### src/rtl/async_flow_tx_pkg.sv
package async_flow_tx_pkg;

    // Engine states: idle line, data character, halted idle character
    typedef enum logic [1:0] {
        TX_WAIT = 2'd0,
        TX_SEND = 2'd1,
        TX_HOLD = 2'd2
    } tx_state_e;

endpackage

### src/rtl/async_flow_tx_engine.sv
module async_flow_tx_engine
    import async_flow_tx_pkg::*;
#(
    parameter int DATA_BITS = 8,
    parameter int MID_BIT   = 5
) (
    input  logic                 clk,
    input  logic                 rst_n,
    input  logic                 baud_tick,
    input  logic                 flow_en,
    input  logic                 cts,
    input  logic                 s_valid,
    input  logic [DATA_BITS-1:0] s_data,
    output logic                 s_ready,
    output logic                 tx_line
);

    localparam int FRAME_BITS = DATA_BITS + 2;
    localparam int IW         = $clog2(FRAME_BITS);

    tx_state_e             st_q, st_d;
    logic [IW-1:0]         idx_q;
    logic [DATA_BITS-1:0]  sh_q;
    logic                  line_q;
    logic                  early_q;

    logic go_ok, last, halt_now, rdy, take;

    // Next-state and handshake decision
    always_comb begin
        go_ok    = cts | ~flow_en;
        last     = (idx_q == IW'(FRAME_BITS - 1));
        halt_now = flow_en & early_q;
        rdy      = 1'b0;
        st_d     = st_q;
        if (baud_tick) begin
            unique case (st_q)
                TX_WAIT: rdy = go_ok;
                TX_SEND: rdy = last & ~halt_now;
                TX_HOLD: rdy = last & go_ok;
                default: rdy = 1'b0;
            endcase
        end
        take = rdy & s_valid;
        if (take) begin
            st_d = TX_SEND;                              // launch, chain, resume
        end else if (baud_tick && last) begin
            if (st_q == TX_SEND)
                st_d = halt_now ? TX_HOLD : TX_WAIT;     // park or finish
            else if (st_q == TX_HOLD)
                st_d = go_ok ? TX_WAIT : TX_HOLD;        // release or repeat
        end
    end

    // State register
    always_ff @(posedge clk or negedge rst_n) begin
        if (!rst_n) st_q <= TX_WAIT;
        else        st_q <= st_d;
    end

    // Outputs and datapath
    always_ff @(posedge clk or negedge rst_n) begin
        if (!rst_n) begin
            line_q  <= 1'b1;
            idx_q   <= '0;
            sh_q    <= '0;
            early_q <= 1'b0;
        end else if (baud_tick) begin
            if (take) begin
                sh_q    <= s_data;
                line_q  <= 1'b0;
                idx_q   <= '0;
                early_q <= 1'b0;
            end else if (last || st_q == TX_WAIT) begin
                line_q  <= 1'b1;
                idx_q   <= '0;
                early_q <= 1'b0;
            end else begin
                idx_q <= idx_q + 1'b1;
                if (st_q == TX_SEND) begin
                    if (idx_q < IW'(DATA_BITS)) begin
                        line_q <= sh_q[0];
                        sh_q   <= sh_q >> 1;
                    end else begin
                        line_q <= 1'b1;
                    end
                    if (flow_en && !cts && idx_q <= IW'(MID_BIT))
                        early_q <= 1'b1;
                end else begin
                    line_q <= 1'b1;
                end
            end
        end
    end

    assign s_ready = rdy;
    assign tx_line = line_q;

    // the line moves only after a tick
    a_r1_line_on_tick: assert property (@(posedge clk) disable iff (!rst_n)
        !baud_tick |=> $stable(line_q));

    // an accepted byte is followed by its start bit
    a_r3_accept_starts: assert property (@(posedge clk) disable iff (!rst_n)
        (s_valid && rdy) |=> !line_q);

    // the halted engine keeps the line high
    a_r7_hold_high: assert property (@(posedge clk) disable iff (!rst_n)
        (st_q == TX_HOLD) |-> line_q);

endmodule

### src/rtl/async_flow_rx_idle.sv
module async_flow_rx_idle #(
    parameter int FRAME_BITS = 10
) (
    input  logic clk,
    input  logic rst_n,
    input  logic baud_tick,
    input  logic rx_line,
    output logic rx_idle
);

    localparam int CW = $clog2(FRAME_BITS + 1);

    logic [CW-1:0] cnt_q;
    logic          flag_q;

    always_ff @(posedge clk or negedge rst_n) begin
        if (!rst_n) begin
            cnt_q  <= '0;
            flag_q <= 1'b0;
        end else if (baud_tick) begin
            if (!rx_line) begin
                cnt_q  <= '0;
                flag_q <= 1'b0;
            end else if (cnt_q != CW'(FRAME_BITS)) begin
                cnt_q <= cnt_q + 1'b1;
                if (cnt_q == CW'(FRAME_BITS - 1))
                    flag_q <= 1'b1;
            end
        end
    end

    assign rx_idle = flag_q;

    // a low sample clears the flag
    a_r10_low_clears: assert property (@(posedge clk) disable iff (!rst_n)
        (baud_tick && !rx_line) |=> !flag_q);

    // the flag only rises after a high sample
    a_r9_rise_after_high: assert property (@(posedge clk) disable iff (!rst_n)
        $rose(flag_q) |-> $past(rx_line && baud_tick));

endmodule

### src/rtl/async_flow_tx.sv
module async_flow_tx #(
    parameter int DATA_BITS = 8,
    parameter int MID_BIT   = 5
) (
    input  logic                 clk,
    input  logic                 rst_n,
    input  logic                 baud_tick,
    input  logic                 flow_en,
    input  logic                 cts,
    input  logic                 s_valid,
    input  logic [DATA_BITS-1:0] s_data,
    output logic                 s_ready,
    output logic                 tx_line,
    input  logic                 rx_line,
    output logic                 rx_idle
);

    localparam int FRAME_BITS = DATA_BITS + 2;

    async_flow_tx_engine #(
        .DATA_BITS (DATA_BITS),
        .MID_BIT   (MID_BIT)
    ) engine_i (
        .clk       (clk),
        .rst_n     (rst_n),
        .baud_tick (baud_tick),
        .flow_en   (flow_en),
        .cts       (cts),
        .s_valid   (s_valid),
        .s_data    (s_data),
        .s_ready   (s_ready),
        .tx_line   (tx_line)
    );

    async_flow_rx_idle #(
        .FRAME_BITS (FRAME_BITS)
    ) idle_i (
        .clk       (clk),
        .rst_n     (rst_n),
        .baud_tick (baud_tick),
        .rx_line   (rx_line),
        .rx_idle   (rx_idle)
    );

endmodule

### config.mk
export PLATFORM = sky130hd
export DESIGN_NAME = async_flow_tx
export DESIGN_NICKNAME = d
export VERILOG_FILES = /design/src/rtl/async_flow_tx_pkg.sv /design/src/rtl/async_flow_tx_engine.sv /design/src/rtl/async_flow_rx_idle.sv /design/src/rtl/async_flow_tx.sv
export SDC_FILE = /design/constraint.sdc
export NUM_CORES = 1
export LEC_CHECK = 0
export ABC_AREA = 1
export BUFFER_PORTS_ARGS = -buffer_cell sky130_fd_sc_hd__buf_2
export CAP_MARGIN = 15
export CORE_ASPECT_RATIO = 1.2
export CORE_UTILIZATION = 50
export DETAILED_ROUTE_END_ITERATION = 12
export PLACE_DENSITY_LB_ADDON = 0.15
export SLEW_MARGIN = 30
export SYNTH_ARGS = -nofsm -noshare
export SYNTH_HDL_FRONTEND = slang
export SYNTH_SLANG_ARGS = --single-unit
### constraint.sdc
create_clock -name clk -period 1.4 [get_ports clk]
set_input_delay 0.14 -clock clk [delete_from_list [all_inputs] [get_ports clk]]
set_output_delay 0.14 -clock clk [all_outputs]
set_load 0.01 [all_outputs]
==> run metrics <==
status finished, violations left; failing checks negative setup slack; initial drt markers 34; number of global-route vias before repair 1,152; final setup fails 13; initial antenna violation count 0; core area 2354 µm²; Leak 0.8820 nW; part of the cycle the worst path needs 125.2%; Num CTS Buffers 3; crit path kind flop to output pin; fmax 0.5704 GHz; clock skew 0.008371 ns; Cells after Synth 158; number of enable flip-flop cells after synthesis 0; Synth async-reset ratio 100.0%; worst setup margin -0.3533 ns; largest net degree at the start of global routing 22; WP data arrival 1.61 ns; first-pass GRT wire length 4747 µm; synthesized flop and latch total 21; CTS sink count 21; ANT cells 0; final hold vios 0; Port Buffers 17; Root Driver clkbuf_4; Synth area leaders dfrtp_1, nand2_1, ha_1; final max-slew violation count 0; setup_tns -2.712 ns; CTS tree built; worst skew pair latency 0.31 ns; CP Capture Type output pin; post-route minimum period 1.753 ns; die area 2785 µm²; GRT Overall Usage 21.97%; routed via count 1,179; drt wl/cell 13.36 µm; register area 528.0 µm²; Least-Margin Pin Slew 0.4941 ns; post-synth top area cell dfrtp_1; most frequent cells after synthesis nand2_1, dfrtp_1, inv_1; Site Rows 19; WL final 3072 µm; Worst-path clk slew 0.12 ns; Post-Layout Cell Count 230; power per cell area 1754 nW/µm²; Worst setup SP type flop; Starting Density 54.76%; hold crit path type primary input to flop; register area share after synthesis 40.87%; Synthesis Warnings 0; Post-Syn Area 1289 µm²; GRT overflow 0; RD Place Congestion 0.8654; relative slew slack 67.06%; DR vias/cell 5.126; most frequent cell after synthesis nand2_1; Max Used Layer met4; synth-to-layout area growth 35.63%; WL met1 1296 µm; Multi-input gate area 809.5 µm²; DRT Pass-1 Iters 4; post-layout util 74.27%; clk buf depth 2; met2 routed WL 1607 µm; Post-route DRC 0; Die Ht 57.62 µm; Antenna Nets Post-Route 0; # nets final 225; syn_nets 183; share of cells above drive strength 1 40.70%; Die W 48.35 µm; maximum VDD drop 1435 µV; worst-path fanout max 3; Placed Cells incl. Taps 215; filler cell count 179; Crit path required time 1.26 ns; metal3 WL 89 µm; ys flop type dfrtp_1; synth unique cells 27; Syn Area/Cell 8.157 µm²; Post-DP HPWL 1972 µm; Yosys top cell area share 38.83%; H-tree lvl count 1; unrepaired setup endpoints after global routing true; Ports 18; # Max-Cap Violations 0
-- final cells by class --
| cell class | count | area share [%] |
|---|---|---|
| Tap cell | 31 | 2.219 |
| Clock buffer | 3 | 1.288 |
| Timing Repair Buffer | 39 | 15.10 |
| Sequential cell | 21 | 30.21 |
| Clock inverter | 1 | 0.2863 |
| Multi-Input combinational cell | 115 | 46.31 |
| Inverter | 20 | 4.581 |
-- critical path, stage by stage, from the launching register on --
cell and delay [ns]:
dfrtp_1 0.41, inv_2 0.09, ha_4 0.28, inv_4 0.04, nor2_4 0.09, nand2_2 0.09
a21boi_2 0.16, buf_2 0.15
-- cells in the final DEF (no fill, tap or decap), types with 2 or more instances in the layout --
master,instances
nand4_1,9
dfrtp_1,19
buf_2,17
a21oi_2,2
o21ai_2,2
ha_4,4
nor2_1,8
nor2_4,2
o21ai_0,4
nand3_1,6
ha_1,5
xor2_1,3
buf_4,18
nand3_2,2
clkbuf_4,3
nand2_4,4
inv_4,2
nand2_2,4
o21ai_1,3
buf_6,3
inv_1,11
nand2_1,46
inv_2,7
-- worst paths after layout --
kind | startpoint | end | slack, ns | cells past startpoint
max reg2reg | engine_i.st_q[0] | engine_i.sh_q[0] | -0.27 | 10
min in group asynchronous | rst_n | engine_i.sh_q[1] | 0.31 | 2
max | engine_i.st_q[0] | s_ready | -0.35 | 7
min reg2reg | engine_i.tx_line | engine_i.tx_line | 0.50 | 2
max in group asynchronous | rst_n | engine_i.st_q[1] | 0.73 | 2
min | s_data[7] | engine_i.sh_q[7] | 0.10 | 3
-- metal layers --
layer,global-route usage (%),vias to the layer above
met5,0,-
met1,25.38,555
met2,39.64,30
met3,2.100,10
li1,-,584
met4,13.45,0
-- cell families after synthesis --
family / count (synthesis) / share of synthesized area [%]
buffers and inverters: 23 / 8.155
AOI/OAI and AO/OA: 16 / 7.767
and+or+nand+nor: 85 / 31.46
xor gates and xnor gates: 3 / 2.039
adders and majority gates: 10 / 9.709
DFF: 21 / 40.87
-- report_power, final --
part / switching (W) / internal, W
sequential: 0.000148 / 0.000806
clock: 0.000197 / 0.000107
combinational: 0.000969 / 0.000840
-- registers in the layout (all words and copies together), names as in the netlist --
register          flops
engine_i.early_q      1
engine_i.idx_q        4
engine_i.sh_q         8
engine_i.st_q         2
engine_i.tx_line      1
idle_i.cnt_q          4
idle_i.rx_idle        1
-- through the flow --
stage               worst slack, ns  cell area, µm²  total power, W  hold WS, ns
finish                      -0.3533            1748        0.003066       0.1002
global route                -0.4399            1748        0.003283       0.1067
CTS                         -0.2927            1594        0.002571      0.09237
detailed placement          -0.2250            1498        0.002138       0.1304
global placement            -0.1748            1498        0.002070       0.1197
floorplan                  -0.07208            1314        0.001717      -0.1556
-- repair_timing --
| item | CTS | global route |
|---|---|---|
| setup buffers | 2 | 9 |
| pin swaps | 5 | 15 |
| gates resized for setup | 14 | 27 |
| hold buffers | 1 | 0 |
| hold endpoints to repair | 20 | 0 |
| setup endpoints to repair | 13 | 14 |
| gates cloned | 1 | 0 |
Note: power is estimated with default switching activity, not from simulation.
